## src/rtl/host_mbox_pkg.sv

```systemverilog
package host_mbox_pkg;
  localparam int NUM_CHAN = 4;
  localparam int ADDR_W   = 10;   // 4 KB window in 32-bit words
  localparam int HOST_W   = 8;

  // status word flag positions
  localparam int BIT_OBF = 0;
  localparam int BIT_IBF = 1;
  localparam int BIT_CD  = 3;

  // fixed word positions of the control words
  localparam int W_CHEN  = 0;
  localparam int W_IRQEN = 2;
  localparam int W_CH2EN = 4;
  localparam int W_CFG   = 34;
  localparam int W_CH3   = 64;

  // host register selector
  localparam logic [1:0] HSEL_IN   = 2'd0;
  localparam logic [1:0] HSEL_OUT  = 2'd1;
  localparam logic [1:0] HSEL_STAT = 2'd2;

  function automatic int inWord(input int ch);
    return (ch < 3) ? 9 + ch : 69;
  endfunction

  function automatic int outWord(input int ch);
    return (ch < 3) ? 12 + ch : 70;
  endfunction

  function automatic int statWord(input int ch);
    return (ch < 3) ? 15 + ch : 71;
  endfunction

  // strobes from control to datapath
  typedef struct packed {
    logic                ctlWr;
    logic [ADDR_W-1:0]   ctlWord;
    logic [3:0]          ctlStrb;
    logic [31:0]         ctlData;
    logic [HOST_W-1:0]   hostData;
    logic [NUM_CHAN-1:0] setIbf;
    logic [NUM_CHAN-1:0] clrIbf;
    logic [NUM_CHAN-1:0] setObf;
    logic [NUM_CHAN-1:0] clrObf;
  } strobe_t;

  // configuration and flag view from datapath to control
  typedef struct packed {
    logic [NUM_CHAN-1:0] enBit;
    logic                ch2Aux;
    logic [NUM_CHAN-1:0] ieBit;
    logic [NUM_CHAN-1:0] ibf;
    logic [NUM_CHAN-1:0] obf;
  } cfgView_t;
endpackage

```

## src/rtl/host_mbox_regs.sv

```systemverilog
module host_mbox_regs
  import host_mbox_pkg::*;
#(
  parameter int          NUM_WORDS = 72,
  parameter logic [31:0] RESET_CFG = 32'h0
) (
  input  logic              clk,
  input  logic              rstN,
  input  strobe_t           stb,
  input  logic [ADDR_W-1:0] rdWord,
  input  logic [1:0]        hostChan,
  input  logic [1:0]        hostSel,
  output logic [31:0]       ctlRdata,
  output logic [HOST_W-1:0] hostRdata,
  output cfgView_t          cfg
);
  localparam int IDX_W = $clog2(NUM_WORDS);

  logic [31:0] mem     [NUM_WORDS];
  logic [31:0] memNext [NUM_WORDS];

  always_comb begin
    for (int w = 0; w < NUM_WORDS; w++) begin
      memNext[w] = mem[w];
      if (stb.ctlWr && (stb.ctlWord == ADDR_W'(w))) begin
        for (int b = 0; b < 4; b++) begin
          if (stb.ctlStrb[b]) memNext[w][8*b +: 8] = stb.ctlData[8*b +: 8];
        end
      end
    end
    for (int c = 0; c < NUM_CHAN; c++) begin
      if (stb.setIbf[c]) memNext[inWord(c)] = {{(32-HOST_W){1'b0}}, stb.hostData};
      if (stb.clrIbf[c]) memNext[statWord(c)][BIT_IBF] = 1'b0;
      if (stb.clrObf[c]) memNext[statWord(c)][BIT_OBF] = 1'b0;
      if (stb.setIbf[c]) memNext[statWord(c)][BIT_IBF] = 1'b1;
      if (stb.setObf[c]) memNext[statWord(c)][BIT_OBF] = 1'b1;
    end
  end

  always_ff @(posedge clk or negedge rstN) begin
    if (!rstN) begin
      for (int w = 0; w < NUM_WORDS; w++) mem[w] <= (w == W_CFG) ? RESET_CFG : 32'h0;
    end else begin
      for (int w = 0; w < NUM_WORDS; w++) mem[w] <= memNext[w];
    end
  end

  // controller read port
  always_comb begin
    if (int'(rdWord) < NUM_WORDS) ctlRdata = mem[rdWord[IDX_W-1:0]];
    else                          ctlRdata = 32'h0;
  end

  // host read port
  always_comb begin
    case (hostSel)
      HSEL_IN:   hostRdata = mem[inWord(int'(hostChan))][HOST_W-1:0];
      HSEL_OUT:  hostRdata = mem[outWord(int'(hostChan))][HOST_W-1:0];
      HSEL_STAT: hostRdata = mem[statWord(int'(hostChan))][HOST_W-1:0];
      default:   hostRdata = '0;
    endcase
  end

  // configuration view
  assign cfg.enBit[0] = mem[W_CHEN][5];
  assign cfg.enBit[1] = mem[W_CHEN][6];
  assign cfg.enBit[2] = mem[W_CHEN][7];
  assign cfg.enBit[3] = mem[W_CH3][0];
  assign cfg.ch2Aux   = mem[W_CH2EN][2];
  assign cfg.ieBit[0] = mem[W_IRQEN][1];
  assign cfg.ieBit[1] = mem[W_IRQEN][2];
  assign cfg.ieBit[2] = mem[W_IRQEN][3];
  assign cfg.ieBit[3] = mem[W_CH3][1];

  for (genvar c = 0; c < NUM_CHAN; c++) begin : gFlags
    localparam int SW = statWord(c);
    assign cfg.ibf[c] = mem[SW][BIT_IBF];
    assign cfg.obf[c] = mem[SW][BIT_OBF];

    AST_IBF_SET: assert property (@(posedge clk) disable iff (!rstN)
      stb.setIbf[c] |=> cfg.ibf[c]);
    AST_IBF_CLR: assert property (@(posedge clk) disable iff (!rstN)
      (stb.clrIbf[c] && !stb.setIbf[c]) |=> !cfg.ibf[c]);
    AST_OBF_SET: assert property (@(posedge clk) disable iff (!rstN)
      stb.setObf[c] |=> cfg.obf[c]);
    AST_OBF_CLR: assert property (@(posedge clk) disable iff (!rstN)
      (stb.clrObf[c] && !stb.setObf[c] &&
       !(stb.ctlWr && stb.ctlWord == ADDR_W'(SW))) |=> !cfg.obf[c]);
  end
endmodule

```

## src/rtl/host_mbox_ctrl.sv

```systemverilog
module host_mbox_ctrl
  import host_mbox_pkg::*;
#(
  parameter int NUM_WORDS = 72,
  parameter int NUM_SUB   = 5
) (
  input  logic                clk,
  input  logic                rstN,
  input  logic                ctlValid,
  input  logic                ctlWrite,
  input  logic [ADDR_W-1:0]   ctlAddr,
  input  logic [31:0]         ctlWdata,
  input  logic [3:0]          ctlStrb,
  output logic                ctlReady,
  input  logic                hostWrEn,
  input  logic                hostRdEn,
  input  logic [1:0]          hostChan,
  input  logic [1:0]          hostSel,
  input  logic [HOST_W-1:0]   hostWdata,
  input  logic [NUM_SUB-1:0]  subIrqIn,
  input  cfgView_t            cfg,
  output strobe_t             stb,
  output logic [NUM_CHAN-1:0] chanIrq,
  output logic                irqAny
);
  logic                inRange;
  logic                ctlRd;
  logic [NUM_CHAN-1:0] chanOn;
  logic [NUM_CHAN-1:0] irqOk;
  logic [NUM_SUB-1:0]  pending;

  assign ctlReady = 1'b1;
  assign inRange  = int'(ctlAddr) < NUM_WORDS;
  assign ctlRd    = ctlValid && !ctlWrite;

  assign stb.ctlWr    = ctlValid && ctlWrite && inRange;
  assign stb.ctlWord  = ctlAddr;
  assign stb.ctlStrb  = ctlStrb;
  assign stb.ctlData  = ctlWdata;
  assign stb.hostData = hostWdata;

  for (genvar c = 0; c < NUM_CHAN; c++) begin : gChan
    if (c == 2) begin : gDual
      assign chanOn[c] = cfg.enBit[c] && cfg.ch2Aux;
    end else begin : gSingle
      assign chanOn[c] = cfg.enBit[c];
    end
    assign irqOk[c] = chanOn[c] && cfg.ieBit[c];

    assign stb.setIbf[c] = hostWrEn && (hostSel == HSEL_IN)  && (hostChan == 2'(c));
    assign stb.clrObf[c] = hostRdEn && (hostSel == HSEL_OUT) && (hostChan == 2'(c));
    assign stb.clrIbf[c] = ctlRd && (ctlAddr == ADDR_W'(inWord(c)));
    assign stb.setObf[c] = stb.ctlWr && (ctlAddr == ADDR_W'(outWord(c)));

    always_ff @(posedge clk or negedge rstN) begin
      if (!rstN)                                chanIrq[c] <= 1'b0;
      else if (stb.setIbf[c] && irqOk[c])       chanIrq[c] <= 1'b1;
      else if (stb.clrIbf[c] && cfg.ibf[c])     chanIrq[c] <= 1'b0;
    end

    AST_IRQ_GATED: assert property (@(posedge clk) disable iff (!rstN)
      $rose(chanIrq[c]) |-> $past(stb.setIbf[c] && irqOk[c]));
    AST_IRQ_LOWER: assert property (@(posedge clk) disable iff (!rstN)
      $fell(chanIrq[c]) |-> $past(stb.clrIbf[c] && cfg.ibf[c]));
    AST_IRQ_CH_GATE: assert property (@(posedge clk) disable iff (!rstN)
      (stb.setIbf[c] && !chanOn[c] && !chanIrq[c]) |=> !chanIrq[c]);
  end

  always_ff @(posedge clk or negedge rstN) begin
    if (!rstN) pending <= '0;
    else       pending <= subIrqIn;
  end
  assign irqAny = |pending;

  AST_ANY_SOURCE: assert property (@(posedge clk) disable iff (!rstN)
    irqAny |-> $past(|subIrqIn));
  AST_HOST_ONE_CHAN: assert property (@(posedge clk) disable iff (!rstN)
    $onehot0(stb.setIbf | stb.clrObf));
endmodule

```

## src/rtl/host_mbox.sv

```systemverilog
module host_mbox
  import host_mbox_pkg::*;
#(
  parameter int          NUM_WORDS = 72,
  parameter int          NUM_SUB   = 5,
  parameter logic [31:0] RESET_CFG = 32'h0
) (
  input  logic               clk,
  input  logic               rstN,
  input  logic               ctlValid,
  input  logic               ctlWrite,
  input  logic [9:0]         ctlAddr,
  input  logic [31:0]        ctlWdata,
  input  logic [3:0]         ctlStrb,
  output logic               ctlReady,
  output logic [31:0]        ctlRdata,
  input  logic               hostWrEn,
  input  logic               hostRdEn,
  input  logic [1:0]         hostChan,
  input  logic [1:0]         hostSel,
  input  logic [7:0]         hostWdata,
  output logic [7:0]         hostRdata,
  input  logic [NUM_SUB-1:0] subIrqIn,
  output logic [3:0]         chanIrq,
  output logic               irqAny
);
  strobe_t  stb;
  cfgView_t cfg;

  host_mbox_ctrl #(.NUM_WORDS(NUM_WORDS), .NUM_SUB(NUM_SUB)) uCtrl (
    .clk(clk), .rstN(rstN),
    .ctlValid(ctlValid), .ctlWrite(ctlWrite), .ctlAddr(ctlAddr),
    .ctlWdata(ctlWdata), .ctlStrb(ctlStrb), .ctlReady(ctlReady),
    .hostWrEn(hostWrEn), .hostRdEn(hostRdEn), .hostChan(hostChan),
    .hostSel(hostSel), .hostWdata(hostWdata),
    .subIrqIn(subIrqIn), .cfg(cfg), .stb(stb),
    .chanIrq(chanIrq), .irqAny(irqAny)
  );

  host_mbox_regs #(.NUM_WORDS(NUM_WORDS), .RESET_CFG(RESET_CFG)) uRegs (
    .clk(clk), .rstN(rstN), .stb(stb), .rdWord(ctlAddr),
    .hostChan(hostChan), .hostSel(hostSel),
    .ctlRdata(ctlRdata), .hostRdata(hostRdata), .cfg(cfg)
  );
endmodule

```

## config.mk

```make
export PLATFORM = sky130hd
export DESIGN_NAME = host_mbox
export DESIGN_NICKNAME = d
export VERILOG_FILES = /design/src/rtl/host_mbox_pkg.sv /design/src/rtl/host_mbox_regs.sv /design/src/rtl/host_mbox_ctrl.sv /design/src/rtl/host_mbox.sv
export SDC_FILE = /design/constraint.sdc
export NUM_CORES = 2
export LEC_CHECK = 0
export BUFFER_PORTS_ARGS = -buffer_cell sky130_fd_sc_hd__buf_2
export CAP_MARGIN = 30
export CORE_AREA = 2 2 560 562
export CTS_CLUSTER_DIAMETER = 200
export DETAILED_ROUTE_END_ITERATION = 8
export DIE_AREA = 0 0 562 564
export MAX_ROUTING_LAYER = met4
export SYNTH_ARGS = -nofsm -noshare
export SYNTH_HDL_FRONTEND = slang
export SYNTH_SLANG_ARGS = --single-unit
```

## constraint.sdc

```tcl
create_clock -name clk -period 3.2 [get_ports clk]
set_input_delay 0.16 -clock clk [delete_from_list [all_inputs] [get_ports clk]]
set_output_delay 0.16 -clock clk [all_outputs]
set_load 0.05 [all_outputs]
```

==> flow_summary.yaml <==
clocking:
  tritoncts: "yes"
  clk_pin_slew_worst_paths_ps: 60
  cts_sinks: 2313
  cts_buffers: 271
  cts_max_level: 5
  clock_latency_ps: 850
  root_buffer: "clkbuf_16"
  clockBufferDepth: 4
  cts_setup_buffers: 0
power_and_ir_drop:
  intPower_mw: 48.8
  pwr-share-clk: 0.480
  vdd_drop_max_mv: 0.360
  power.share.switching: 0.235
  power_leakage_nw: 60.5
  pwr_density_cell_nw_per_um2: 503
  seqPwrFrac: 0.462
  p_sw_mw: 15.0
  finalPower_mw: 63.8
  power_frac_comb: 0.058
setup_path:
  cp.required_ps: 3040
  cpPeakStageDelay_ps: 460
  worstSetupPathType: "reg2out"
  worstPathArrival_ps: 3080
  worstPathCellList: "mux4_2 > a22o_1 > a221oi_2 > buf_4 > a31oi_1 > or3_4 > buf_12"
  slowest_stage: "mux4_2"
  start_kind: "flip-flop"
  worstSetupStartpoint: "uRegs.mem[396]$_DFFE_PN0P_"
  rr_startpoint: "uRegs.cfg[3]$_DFFE_PN0P_"
  end_kind: "output pin"
  crit_fanout: 2
  rr_worst_depth: 3
  timing.reg2reg.setup_slack_ps: 1710
  rr_endpoint: "uRegs.cfg[3]$_DFFE_PN0P_"
final_layout:
  nNetsFinal: 8075
  seq_area_um2: 57900
  syn2layout_area_growth_pct: 17.2
  nFillCells: 28500
  fin_cells: 12300
  multi_input_area_um2: 48700
  utilization: 0.408
  post_route_cells_drive_above_1_share: 0.454
global_routing:
  antenna_found_initial: 21
  grtUsageTotal: 0.213
  grt_max_degree: 178
  grt_pass1_vias: 71900
  grt-ovfl-total: 0
  grt_pass1_wl_mm: 494
synthesis:
  avgSynthCellArea_um2: 14.0
  synth_flop_cell: "dfrtp_1"
  postSynthCellCount: 7705
  syn_nets: 7781
  yosysMostFrequentCell: "dfrtp_1"
  synth_largest_area_cell: "dfrtp_1"
  ys_ff_latch: 2313
  synthArstFlopShare: 1.00
  syn_area_um2: 108000
  synth_top_area_share: 0.535
  ys_warn_count: 0
  ys_types: 64
  ys_seq_area_frac: 0.535
  synth_edf_count: 0
  synth_common_cells: "dfrtp_1, mux2_2, mux2i_1"
  synth.area.top_cells: "dfrtp_1, mux2_2, mux2i_1"
route:
  routedWlPerCell_um: 26.9
  drt_first_pass_iters: 6
  vias_per_cell: 5.62
  wl_mm: 333
  drc: 0
  via_count: 69400
  final_antenna_net_count: 0
  first_iter_violations: 6252
min_path:
  min_to: "uRegs.mem[1957]$_DFFE_PN0P_"
  hp-start: "hostWrEn"
  min_path_type: "in2reg"
  min_path_cells: 4
timing:
  setup_viol: 10
  fin_crit_ps: 3240
  drv_slew: 0
  relSlewSlack: 0.295
  period_share: 1.01
  hold_viol_final: 0
  fmax_mhz: 308
  tightest_slew_ps: 1060
  setup_ws_ps: -43.9
  fin_skew_ps: 13.1
  rsz0062_at_grt: "yes"
  final.setup.tns_ps: -181
placed_design:
  dp.cells: 11800
  io_buffers: 113
  gp_congestion: 0.878
  dp_hpwl_mm: 226
floorplanning:
  die_w_um: 562
  die-area_um2: 317000
  ios: 115
  start_util: 0.348
  core-area_um2: 311000
  die_h_um: 564
  rows: 205
outcome:
  violations: "negative setup slack"
  run_status: "finished with violations"
flow_run:
  maxCapViolations: 0
-- critical path, delay by kind of cell, from the launching register on --
kind | cells | cell delay [ps]
AOI/OAI and AO/OA | 3 | 620
muxes | 1 | 460
and+or+nand+nor | 1 | 400
DFF | 1 | 380
buffers and inverters | 2 | 350
-- per-stage QoR --
stage,hold slack [ps],setup slack (ps),instance area [um^2]
2_1_floorplan,-136,141,108000
3_3_place_gp,96.4,-125,117000
3_5_place_dp,101,-101,117000
4_1_cts,0.187,-84.9,127000
5_1_grt,78.6,-128,127000
6_report,49.2,-43.9,127000
-- cell type report --
| cell class | instances | share of cell area |
|---|---|---|
| timing repair buffer | 636 | 0.0481 |
| multi-input combinational | 4709 | 0.384 |
| antenna | 14 | 0.000276 |
| sequential | 2313 | 0.456 |
| clock inverter | 58 | 0.00521 |
| inverter | 68 | 0.00201 |
| tap | 4140 | 0.0408 |
| clock buffer | 403 | 0.0636 |
-- worst max path at each step --
| stage | end | slack, ps |
|---|---|---|
| final | ctlRdata[12] | -40 |
| after global routing | ctlRdata[14] | -130 |
| after floorplan | hostRdata[2] | 140 |
| after CTS | ctlRdata[12] | -80 |
| after detailed placement | ctlRdata[21] | -100 |
| after global placement | ctlRdata[18] | -120 |
-- power groups by stage --
stage,sequential (mW),clock (mW),combinational (mW)
2_1_floorplan,30.0,0,1.70
4_1_cts,29.5,31.2,3.72
3_3_place_gp,30.0,0,3.56
3_5_place_dp,30.0,0,3.63
5_1_grt,29.5,32.5,3.96
6_report,29.5,30.6,3.70
-- registers in the layout, indices dropped and copies added, names as in the netlist --
signal and count:
uCtrl.chanIrq 4, uCtrl.pending 5, uRegs.mem 2287, uRegs.cfg 17
-- placed cells by master (no fill, tap or decap), drive strengths merged, types with 43 or more instances in the layout --
cell	n
a21oi	49
a221oi	43
a22oi	225
a31oi	68
buf	585
clkbuf	403
dfrtp	2313
dlygate4sd3	51
inv	75
mux2	2175
mux2i	739
mux4	301
nand2	331
nand3	128
nor2	213
o21ai	45
o22ai	165
-- kinds of logic (layout without fill, tap and decap cells) --
group,count (synthesis),after routing,share of synthesized area
AO/OA/AOI/OAI,648,648,0.0412
adder cells (fa/ha/maj),7,7,0.000809
buffers and inverters,683,1165,0.0246
flip-flops,2313,2313,0.535
multiplexers,3215,3215,0.357
other,1,15,0.0000347
AND/OR/NAND/NOR,838,838,0.0412
-- layer usage --
metal	wire, um	vias up	GRT usage
met2	155000	2134	0.327
li1	-	29100	-
met5	0	-	-
met3	18200	541	0.0314
met4	10900	0	0.0700
met1	148000	37600	0.290
-- timing repair --
action / in CTS / in global routing
hold endpoints to repair: 1487 / 0
endpoints found under the setup margin: 34 / 27
pin swaps: 49 / 17
hold buffers: 52 / 0
resized for setup: 140 / 15
No activity file was read; power rests on OpenSTA's default activity.
